File: config.mk
export PLATFORM = sky130hd
export DESIGN_NAME = ev_timer16
export DESIGN_NICKNAME = d
export VERILOG_FILES = /design/src/rtl/ev_timer_pkg.sv /design/src/rtl/ev_timer_ctrl.sv /design/src/rtl/ev_timer_dp.sv /design/src/rtl/ev_timer16.sv
export SDC_FILE = /design/constraint.sdc
export NUM_CORES = 1
export LEC_CHECK = 0
export ABC_CLOCK_PERIOD_IN_PS = 4300
export BUFFER_PORTS_ARGS = -buffer_cell sky130_fd_sc_hd__buf_2
export CAP_MARGIN = 15
export CORE_UTILIZATION = 45
export DETAILED_ROUTE_END_ITERATION = 10
export PLACE_DENSITY = 0.67
export SYNTH_ARGS = -nofsm -noshare
export SYNTH_HDL_FRONTEND = slang
export SYNTH_HIERARCHICAL = 1
export SYNTH_SLANG_ARGS = --single-unit
export TNS_END_PERCENT = 30
File: constraint.sdc
create_clock -name clk -period 4.3 [get_ports clk]
set_clock_uncertainty 0.2 [all_clocks]
set_input_delay 0.86 -clock clk [delete_from_list [all_inputs] [get_ports clk]]
set_output_delay 0.86 -clock clk [all_outputs]
set_load 0.005 [all_outputs]
File: src/rtl/ev_timer_pkg.sv
package ev_timer_pkg;

  localparam int NUM_CMP    = 2;
  localparam int REG_ADDR_W = 2;
  localparam int MODE_W     = 3;

  localparam logic [REG_ADDR_W-1:0] ADDR_CTRL  = 2'd0;
  localparam logic [REG_ADDR_W-1:0] ADDR_CMP0  = 2'd1;
  localparam logic [REG_ADDR_W-1:0] ADDR_CMP1  = 2'd2;
  localparam logic [REG_ADDR_W-1:0] ADDR_COUNT = 2'd3;

  typedef enum logic [MODE_W-1:0] {
    MODE_STOP     = 3'b000,
    MODE_PWM      = 3'b001,
    MODE_FREE     = 3'b010,
    MODE_FREE_E   = 3'b011,
    MODE_EDGECLR  = 3'b100,
    MODE_EDGECLR_E= 3'b101,
    MODE_MATCHCLR = 3'b110,
    MODE_MATCHCLR_E=3'b111
  } mode_e;

  // Strobes from control to datapath
  typedef struct packed {
    logic               run;
    logic               pwm;
    logic               clrOnEdge;
    logic               clrOnMatch;
    logic               toggleOnMatch;
    logic               toggleOnEdge;
    logic [NUM_CMP-1:0] cmpWr;
  } strobes_t;

endpackage

File: src/rtl/ev_timer_ctrl.sv
module ev_timer_ctrl
  import ev_timer_pkg::*;
(
  input  logic                  clk,
  input  logic                  rstN,
  input  logic                  busWrEn,
  input  logic [REG_ADDR_W-1:0] busAddr,
  input  logic [3:0]            ctrlWrData,
  input  logic                  ovfEvent,
  output mode_e                 mode,
  output logic                  ovfFlag,
  output strobes_t              strobes
);

  logic  wrCtrl;
  mode_e modeQ;
  logic  ovfQ;

  assign wrCtrl = busWrEn && (busAddr == ADDR_CTRL);

  always_ff @(posedge clk) begin
    if (!rstN) begin
      modeQ <= MODE_STOP;
      ovfQ  <= 1'b0;
    end else begin
      if (wrCtrl) begin
        modeQ <= mode_e'(ctrlWrData[3:1]);
      end
      // Hardware set beats a software clear in the same clock
      if (ovfEvent) begin
        ovfQ <= 1'b1;
      end else if (wrCtrl && !ctrlWrData[0]) begin
        ovfQ <= 1'b0;
      end
    end
  end

  always_comb begin
    strobes.run           = (modeQ != MODE_STOP);
    strobes.pwm           = (modeQ == MODE_PWM);
    strobes.clrOnEdge     = (modeQ == MODE_EDGECLR) || (modeQ == MODE_EDGECLR_E);
    strobes.clrOnMatch    = (modeQ == MODE_MATCHCLR) || (modeQ == MODE_MATCHCLR_E);
    strobes.toggleOnMatch = modeQ[2] || modeQ[1];
    strobes.toggleOnEdge  = (modeQ[2] || modeQ[1]) && modeQ[0];
  end

  for (genvar i = 0; i < NUM_CMP; i++) begin : g_cmpWr
    assign strobes.cmpWr[i] = busWrEn &&
                              (busAddr == REG_ADDR_W'(int'(ADDR_CMP0) + i));
  end

  assign mode    = modeQ;
  assign ovfFlag = ovfQ;

endmodule

File: src/rtl/ev_timer_dp.sv
module ev_timer_dp
  import ev_timer_pkg::*;
#(
  parameter int CNT_W = 16
) (
  input  logic                          clk,
  input  logic                          rstN,
  input  logic                          tick,
  input  logic                          extEdge,
  input  strobes_t                      strobes,
  input  logic [CNT_W-1:0]              wrData,
  output logic [CNT_W-1:0]              count,
  output logic [NUM_CMP-1:0][CNT_W-1:0] cmpOut,
  output logic [NUM_CMP-1:0]            irq,
  output logic                          timerOut,
  output logic                          ovfEvent
);

  localparam logic [CNT_W-1:0] CNT_MAX = {CNT_W{1'b1}};

  logic [CNT_W-1:0]   countQ;
  logic [CNT_W-1:0]   countNext;
  logic [CNT_W-1:0]   cmpQ [NUM_CMP];
  logic               irqQ [NUM_CMP];
  logic [NUM_CMP-1:0] hit;
  logic               toggleQ;
  logic               edgeClr;
  logic               matchClr;
  logic               toggleEv;

  // Compare channels
  for (genvar i = 0; i < NUM_CMP; i++) begin : g_cmp
    always_ff @(posedge clk) begin
      if (!rstN) begin
        cmpQ[i] <= '0;
      end else if (strobes.cmpWr[i]) begin
        cmpQ[i] <= wrData;
      end
    end

    assign hit[i] = strobes.run && tick && (countQ == cmpQ[i]);

    always_ff @(posedge clk) begin
      if (!rstN) begin
        irqQ[i] <= 1'b0;
      end else begin
        irqQ[i] <= hit[i];
      end
    end

    assign cmpOut[i] = cmpQ[i];
    assign irq[i]    = irqQ[i];
  end

  assign edgeClr  = strobes.clrOnEdge && extEdge;
  assign matchClr = strobes.clrOnMatch && hit[0];

  always_comb begin
    if (!strobes.run) begin
      countNext = '0;
    end else if (edgeClr) begin
      countNext = '0;
    end else if (tick) begin
      countNext = matchClr ? '0 : countQ + 1'b1;
    end else begin
      countNext = countQ;
    end
  end

  assign ovfEvent = strobes.run && tick && !edgeClr && (countQ == CNT_MAX);

  assign toggleEv = (strobes.toggleOnMatch && (|hit)) ||
                    (strobes.toggleOnEdge && extEdge);

  always_ff @(posedge clk) begin
    if (!rstN) begin
      countQ  <= '0;
      toggleQ <= 1'b0;
    end else begin
      countQ  <= countNext;
      toggleQ <= toggleQ ^ toggleEv;
    end
  end

  assign count    = countQ;
  assign timerOut = strobes.pwm ? (countQ < cmpQ[0]) : toggleQ;

endmodule

File: src/rtl/ev_timer16.sv
module ev_timer16
  import ev_timer_pkg::*;
#(
  parameter int CNT_W = 16
) (
  input  logic                  clk,
  input  logic                  rstN,
  input  logic                  tick,
  input  logic                  extEdge,
  input  logic                  busWrEn,
  input  logic [REG_ADDR_W-1:0] busAddr,
  input  logic [CNT_W-1:0]      busWrData,
  output logic [CNT_W-1:0]      busRdData,
  output logic                  timerOut,
  output logic                  irqMatch0,
  output logic                  irqMatch1
);

  strobes_t                      strobes;
  mode_e                         modeVal;
  logic                          ovfFlag;
  logic                          ovfEvent;
  logic [CNT_W-1:0]              countVal;
  logic [NUM_CMP-1:0][CNT_W-1:0] cmpVal;
  logic [NUM_CMP-1:0]            irqVec;

  ev_timer_ctrl u_ctrl (
    .clk        (clk),
    .rstN       (rstN),
    .busWrEn    (busWrEn),
    .busAddr    (busAddr),
    .ctrlWrData (busWrData[3:0]),
    .ovfEvent   (ovfEvent),
    .mode       (modeVal),
    .ovfFlag    (ovfFlag),
    .strobes    (strobes)
  );

  ev_timer_dp #(.CNT_W(CNT_W)) u_dp (
    .clk      (clk),
    .rstN     (rstN),
    .tick     (tick),
    .extEdge  (extEdge),
    .strobes  (strobes),
    .wrData   (busWrData),
    .count    (countVal),
    .cmpOut   (cmpVal),
    .irq      (irqVec),
    .timerOut (timerOut),
    .ovfEvent (ovfEvent)
  );

  always_comb begin
    busRdData = '0;
    case (busAddr)
      ADDR_CTRL: busRdData[3:0] = {modeVal, ovfFlag};
      ADDR_CMP0: busRdData      = cmpVal[0];
      ADDR_CMP1: busRdData      = cmpVal[1];
      default:   busRdData      = countVal;
    endcase
  end

  assign irqMatch0 = irqVec[0];
  assign irqMatch1 = irqVec[1];

endmodule

After elaboration in Yosys (flattened, before gate mapping) --
Memory sizes are Yosys's and may differ from the RTL's. Cells that the tools add are included.
Word-level totals: bits in latches 0, memories 2, register bits after elaboration 21, bits in read-only memories 0, RAM bits 34, word-level logic and storage cells 68, input bits 23, output and inout port bits 19
Cells by class: reductions and logical operators 25, mux-type cells 18, multipliers 0, shift operators 0, $lt $le $gt $ge 1, bitwise operators 7, add/subtract/negate cells 1, divide/modulo/power cells 0, eq/ne operators 10
Memory list:
- u_dp.cmpQ | words 2, bits a word 16, read ports 2, clocked after Yosys merged registers in 0, wr ports 2, line ev_timer_dp.sv:23 | logic [CNT_W-1:0] cmpQ [NUM_CMP];
- u_dp.irqQ | words 2, bits a word 1, read ports 2, clocked after Yosys merged registers in 0, wr ports 2, line ev_timer_dp.sv:24 | logic irqQ [NUM_CMP];
Operator list (count):
- 2-to-1 mux 16 bit | 3
- case mux 12 bit (3 select lines) | 1
- == test 16 bit | 2
- adder 16 x 1 -> 16 bit (second input constant) | 1
- == test 16 bit (second input constant) | 1
- < comparator 16 bit | 1
- logical AND 1 bit | 14
- 2-to-1 mux 1 bit | 13
- == test 3 bit (second input constant) | 4
- case mux 4 bit (3 select lines) | 1
- logical OR 1 bit | 4
- OR 1 bit | 4
- == test 3 x 1 -> 1 bit (second input constant) | 1
- nonzero test 3 bit | 1
- OR reduction 3 bit | 1
- == test 2 x 1 -> 1 bit (second input constant) | 1
- == test 2 bit (second input constant) | 1
- zero test 1 bit | 2
- zero test 2 bit | 1
- NOT 1 bit | 2
- nonzero test 2 bit | 1
- OR reduction 2 bit | 1
- XOR 1 bit | 1

Longest topological paths before layout --
Gate-level depths: netlist (run 1).
word-level depth 7, depth in mapped cells 8, mapped depth without buffers 7

Cells and area by module --
The synthesis (run 1) kept the hierarchy.
Modules (own cells, without submodules):
- ev_timer_dp | instances 1, cells an instance 256, sequential area each 1341.3 um2, area each 2730.1 um2
- ev_timer16 | instances 1, cells an instance 34, sequential area each 0.0 um2, area each 436.7 um2
- ev_timer_ctrl | instances 1, cells an instance 26, sequential area each 80.1 um2, area each 224.0 um2

Worst setup path before layout (run 1) --
No wires, ideal clock.
kind in2out, start point in busAddr[0], end point out busRdData[10], buffers on the path 2, data arrival time 1.589 ns, cell stages on the path 4, required time 3.240 ns, setup slack 1.651 ns, cells stage by stage buf_6 buf_12 mux2_4 a22o_1
On the way: longest elaborated chain between the ends 2, elaborated cells between the ends (all ways) 4, classes of those cells 2 x eq/ne; 1 x mux; 1 x reduce/logical
Ends and longest elaborated chain:
- from (decl) | line ev_timer16.sv:11 | input logic [REG_ADDR_W-1:0] busAddr,
- == test 2 bit (tied with other cells) | line ev_timer16.sv:55 | case (busAddr)
- case mux 12 bit (3 select lines) * | line ev_timer16.sv:55
- to (decl) | line ev_timer16.sv:13 | output logic [CNT_W-1:0] busRdData,
Every way passes the cells marked *; elsewhere a longest branch is shown, timed or not.

==> results of run 1 <==
-- cell usage after synthesis, drive strengths merged (6+ instances only) --
cell type and number:
xnor2 11, a22o 12, mux2 12, ha 17
dfxtp 23, nand2 16, xor2 21, o21ai 6
nor2 23, inv 19, edfxtp 32, buf 8
nand4 9, and3 37, clkbuf 7, nor3 7
nand3 7
-- worst max path at each step --
stage / start / end / depth (start not counted)
6_report: u_dp/cmpQ[0][13] / timerOut / 8
4_1_cts: u_dp/cmpQ[0][13] / timerOut / 8
2_1_floorplan: busAddr[0] / busRdData[10] / 4
3_3_place_gp: busAddr[0] / busRdData[15] / 5
5_1_grt: u_dp/cmpQ[0][9] / timerOut / 8
3_5_place_dp: busAddr[0] / busRdData[15] / 5
-- cell type report --
| type | count | share of cell area (%) |
|---|---|---|
| Clock inverter | 2 | 0.439 |
| Multi-Input combinational cell | 227 | 48.3 |
| Tap cell | 99 | 3.34 |
| Clock buffer | 6 | 1.96 |
| Sequential cell | 55 | 38.3 |
| Inverter | 19 | 1.92 |
| Timing Repair Buffer | 42 | 5.74 |
-- cell families (layout without fill, tap and decap cells) --
group,after synthesis,count (layout)
simple gates,125,125
fa+ha+maj,17,17
xor+xnor,32,32
compound gates,32,32
flops,55,55
mux,21,21
buf+inv,34,69
-- metal layers --
metal	part of all wire, %	routed length [um]	track usage (%)	vias to the layer above
met4	2.1	153	7.62	0
li1	-	-	-	1218
met3	3.6	267	3.36	12
met1	47	3490	27.2	1182
met5	0	0	0	-
met2	48	3550	33.4	60
-- sequential cells by signal, summed over array words and instances (netlist names) --
name            cells
u_ctrl/mode         3
u_dp/cmpQ          32
u_dp/toggleQ        1
u_ctrl/ovfFlag      1
u_dp/count         16
u_dp/irqQ           2
-- power breakdown --
group          internal, mW  total (mW)  switching [mW]
clock network         0.118       0.296           0.179
registers             0.584       0.607          0.0223
logic                0.0674       0.145          0.0775
total                 0.769        1.05           0.279
-- cells in the final DEF (no fill, tap or decap), types with 10 or more instances in the layout --
cell type,synthesis,final
mux2_4,10,10
xor2_1,21,21
dfxtp_1,23,23
nor2_1,22,22
and3_1,34,34
inv_1,19,19
a22o_1,12,12
nand2_1,15,15
ha_1,17,17
edfxtp_1,32,32
xnor2_1,11,11
buf_2,1,41
-- through the flow --
stage / instance area (um^2) / setup WS (ns)
global placement: 3620 / 1.16
global route: 3710 / 0.842
floorplan: 3390 / 1.65
finish: 3710 / 0.948
detailed placement: 3620 / 1.14
CTS: 3710 / 0.970
-- critical path: stages (launching register included) --
cell and delay, ns:
edfxtp_1 0.41, inv_1 0.06, ha_1 0.29, nand4_1 0.18, nor3_2 0.32, o21ai_0 0.13, a211oi_1 0.32, nor3_1 0.12
buf_2 0.14
==> results.md, run 1 <==
- Yosys warns: 6
- Area growth from synthesis to layout: 9.37%
- WHS Path Cells: 2
- MaxCap Viol Count: 0
- Hold path start: u_ctrl/mode[0]
- Depth of the worst register-to-register path: 7
- Total global-route track usage: 20.4%
- Final ANT Viol Nets: 0
- Mapped cell area: 3390 um^2
- Minimum clock period: 3.35 ns
- Starting Density: 46.7%
- Endpoint of the worst-slack reg-to-reg timing path: u_dp/count[9]
- Num ports: 42
- Post-Synth Simple-Gate Area: 21.4%
- CP endpoint kind: primary output
- Core footprint: 7250 um^2
- Share of cells above drive strength 1: 21.1%
- TritonRoute pass-1 iters: 4
- Worst-Margin Slew: 0.832 ns
- HP Class: flip-flop to flip-flop
- Final wirelength: 7.46 mm
- CTS tree: done
- Grt total ovfl: 0
- Register area: 1420 um^2
- DR WL/cell: 16.6 um
- Critical path startpoint category: flip-flop
- Top cells by area, synth: edfxtp_1 (28%), dfxtp_1 (14%), and3_1 (6.3%)
- Post-synthesis register bit count: 55
- Hold WS: 0.323 ns
- Post-DP HPWL: 5.63 mm
- First-pass GRT wire length: 11.8 mm
- Root buffer selected by CTS: clkbuf_8
- Diodes inserted: 0
- Clock Path Buffers: 2
- Syn_nets: 356
- Flop2flop setup slack: 2.10 ns
- TNS Setup: 0 ns
- CP Class: flip-flop to primary output
- Final Non-Filler Cells: 450
- Leakage: 1.69 nW
- Vias per inst: 5.49
- Hold-critical path endpoint: u_ctrl/mode[0]
- Cell area power density: 283 nW/um^2
- Area share of the largest cell type after synthesis: 28.3%
- Clk pin slew, worst setup/hold paths: 0.10 ns
- CTS HTree Levels: 2
- Setup Viol. Count Final: 0
- CTS Sinks: 55
- Vias: 2472
- Cell count after synthesis: 316
- Post-CTS resize count: 0
- Final hold vios: 0
- Netlist cell types: 51
- Fillcell total: 669
- Synth Area in Compound Gates: 7.16%
- Top cell type by total area after synthesis: edfxtp_1
- Status: finished, final reports clean
- Num CTS Buffers: 5
- RSZ-0062 raised after global routing: false
- Sequential area share after synthesis: 41.9%
- Largest net degree at the start of global routing: 45
- Post-Place Cells: 442
- Worst EP required: 3.24 ns
- Slew Limit Headroom: 44.5%
- Max Clock Freq: 0.298 GHz
- Vias in the first global route: 2314
- Main combinational cell family by area after synthesis: simple AND/OR/NAND/NOR gates
- Worst Path Arrival: 2.29 ns
- Crit path max fanout: 3
- Xor and xnor area share after synthesis: 8.27%
- PortBufs: 41
- Mapped Avg Cell Area: 10.7 um^2
- Slew Viols, Final: 0
- Violation count after the first detailed-route iteration: 133
- CTS Hold Bufs: 0
- VDD IR max: 0.000165 V
- Standard-cell rows: 31
- DRC violations left: 0
- RR Startpoint: u_dp/cmpQ[0][13]
- Tot Pwr: 1.05 mW
- Die X: 88.8 um
- Async SR Flop Fraction: 0%
- Nets: 390
- Multi-input combinational cell area: 1790 um^2
- Setup Fix Bufs, Post-CTS: 0
- Initial antenna violation count: 0
- Multiplexer share of the synthesized area: 9.67%
- Worst-Skew Late Latency: 0.32 ns
- Adder-Cell Fraction of Synth Area: 6.27%
- Ys flop type: edfxtp_1
- Placer Congestion: 0.843
- Die area: 7890 um^2
- Crit share post-route: 78.0%
- Chip Height: 88.8 um
- Fin util: 51.1%
- Number of synthesized flops with an enable pin: 32
(Power assumes the default switching activity.)
==> run 2, diff against run 1 <==
--- a/config.mk
+++ b/config.mk
@@ -5,12 +5,13 @@
 export SDC_FILE = /design/constraint.sdc
 export NUM_CORES = 1
 export LEC_CHECK = 0
-export ABC_CLOCK_PERIOD_IN_PS = 4300
+export ABC_AREA = 1
+export ABC_CLOCK_PERIOD_IN_PS = 2900
 export BUFFER_PORTS_ARGS = -buffer_cell sky130_fd_sc_hd__buf_2
 export CAP_MARGIN = 15
 export CORE_UTILIZATION = 45
 export DETAILED_ROUTE_END_ITERATION = 10
-export PLACE_DENSITY = 0.67
+export PLACE_DENSITY = 0.7
 export SYNTH_ARGS = -nofsm -noshare
 export SYNTH_HDL_FRONTEND = slang
 export SYNTH_HIERARCHICAL = 1
==> constraint.sdc (replaced) <==
create_clock -name clk -period 2.9 [get_ports clk]
set_clock_uncertainty 0.2 [all_clocks]
set_input_delay 0.58 -clock clk [delete_from_list [all_inputs] [get_ports clk]]
set_output_delay 0.58 -clock clk [all_outputs]
set_load 0.005 [all_outputs]
==> results.md, run 2 <==
- Cell count after synthesis: 481
- Grt total ovfl: 0
- CTS Sinks: 55
- Cell area power density: 396 nW/um^2
- CTS tree: done
- PortBufs: 41
- Root buffer selected by CTS: clkbuf_8
- Commonest cells post-synth: nand2_1 (122), inv_1 (81), nor2_1 (72), edfxtp_1 (32), nand3_1 (26)
- Total global-route track usage: 22.0%
- Crit share post-route: 91.8%
- Worst-Skew Late Latency: 0.31 ns
- Share of cells above drive strength 1: 15.9%
- Final hold vios: 0
- Area growth from synthesis to layout: 11.6%
- Async SR Flop Fraction: 0%
- Status: finished, final reports clean
- Mapped cell area: 3520 um^2
- Top cell type by total area after synthesis: edfxtp_1
- Largest Register: u_dp/cmpQ
- Post-DP HPWL: 6.95 mm
- Yosys warns: 6
- Hold WS: 0.279 ns
- TritonRoute pass-1 iters: 5
- Vias per inst: 5.18
- DRC violations left: 0
- Setup Fix Bufs, Post-CTS: 0
- Final ANT Viol Nets: 0
- Initial antenna violation count: 0
- Fin util: 53.1%
- Slew Viols, Final: 0
- Final wirelength: 8.75 mm
- DP Worst Slack: 0.551 ns
- Netlist cell types: 34
- Leading cell type in the layout, fill and taps excluded: nand2_1
- Syn_nets: 521
- Standard-cell rows: 31
- Die area: 8190 um^2
- Vias: 3255
- RSZ-0062 raised after global routing: false
- Worst EP required: 2.12 ns
- Chip Height: 90.5 um
- Number of synthesized flops with an enable pin: 32
- Worst setup margin: 0.237 ns
- Critical path startpoint category: flip-flop
- First-pass GRT wire length: 14.4 mm
- DR WL/cell: 13.9 um
- Top cells by area, synth: edfxtp_1 (27%), dfxtp_1 (13%), nand2_1 (13%)
- Worst Path Arrival: 1.88 ns
- TNS Setup: 0 ns
- VDD IR max: 0.000218 V
- Die X: 90.5 um
- Ys flop type: edfxtp_1
- Slew Limit Headroom: 62.2%
- Worst-Margin Slew: 0.566 ns
- MaxCap Viol Count: 0
- Post-synthesis register bit count: 55
- Sequential area share after synthesis: 40.3%
- HP Class: flip-flop to flip-flop
- Max Clock Freq: 0.376 GHz
- Vias in the first global route: 3064
- Diodes inserted: 0
- Mapped Avg Cell Area: 7.33 um^2
- Max FFs per register: 32
- CP Class: flip-flop to primary output
- Violation count after the first detailed-route iteration: 266
- Top-count cell post-synth: nand2_1
- Nets: 568
- Clk pin slew, worst setup/hold paths: 0.10 ns
- Clock Path Buffers: 2
- Crit path max fanout: 7
- Minimum clock period: 2.66 ns
- Num ports: 42
- Area share of the largest cell type after synthesis: 27.3%
- CTS Hold Bufs: 0
- Largest net degree at the start of global routing: 19
- Starting Density: 47.6%
- Core footprint: 7410 um^2
- CTS HTree Levels: 2
- Leakage: 1.90 nW
- Post-CTS resize count: 0
- Setup Viol. Count Final: 0
- Most frequent cells in the layout: nand2_1 (122), inv_1 (81), nor2_1 (72), buf_2 (41), edfxtp_1 (32)
- Placer Congestion: 0.963
- Num CTS Buffers: 5
- CP endpoint kind: primary output
## run 2: final timing paths
| path | slack [ns] | end | cells past startpoint | start |
|---|---|---|---|---|
| setup / recovery | 0.24 | timerOut | 9 | u_dp/count[0] |
| hold / removal | 0.28 | u_ctrl/ovfFlag | 2 | u_ctrl/ovfFlag |
| setup reg to reg | 0.53 | u_dp/count[13] | 8 | u_dp/count[0] |
| hold reg to reg | 0.28 | u_ctrl/ovfFlag | 2 | u_ctrl/ovfFlag |
## run 2: kinds of logic (layout without fill, tap and decap cells)
group                      Yosys count  count (layout)  synth area share, %
and+or+nand+nor                    269             269                 35.0
buffers and inverters               94             142                 11.3
DFF                                 55              55                 40.3
AOI/OAI and AO/OA                   40              40                 5.93
adders and majority gates           17              17                 6.03
xor gates and xnor gates             6               6                 1.49
## run 2: per-stage QoR
| step | power [mW] | instances | area (um^2) |
|---|---|---|---|
| after floorplan | 1.05 | 481 | 3520 |
| after global placement | 1.12 | 620 | 3840 |
| after global routing | 1.63 | 628 | 3930 |
| final | 1.56 | 628 | 3930 |
| after CTS | 1.57 | 628 | 3930 |
| after detailed placement | 1.13 | 620 | 3840 |
## run 2: cell type report
type                    count  area, um^2
well taps                  99         124
repair buffers             50         273
multi-input cells         332        1710
flip-flops and latches     55        1420
clock inverters             3        22.5
fillers                   712        3480
inverters                  84         317
clock buffers               5        68.8
## run 2: power breakdown
group	internal, mW	switching (mW)	total, mW
registers	0.865	0.0342	0.899
clock network	0.176	0.268	0.444
logic	0.0777	0.138	0.216
## run 2: metal layers
metal  up-vias  part of all wire, %  GRT usage, %
li1       1617                    -             -
met1      1504                   45          30.5
met2       120                   46          35.5
met3        14                  6.2          2.78
met4         0                  2.1          7.39
met5         -                    0             0
## run 2: worst max-delay path: stages, from the launching register on
cell	delay, ns
dfxtp_1	0.52
inv_1	0.17
ha_1	0.23
nor2_1	0.09
o21ai_0	0.08
a21oi_1	0.13
o21ai_0	0.09
nand3_1	0.08
o21ai_0	0.08
buf_2	0.13
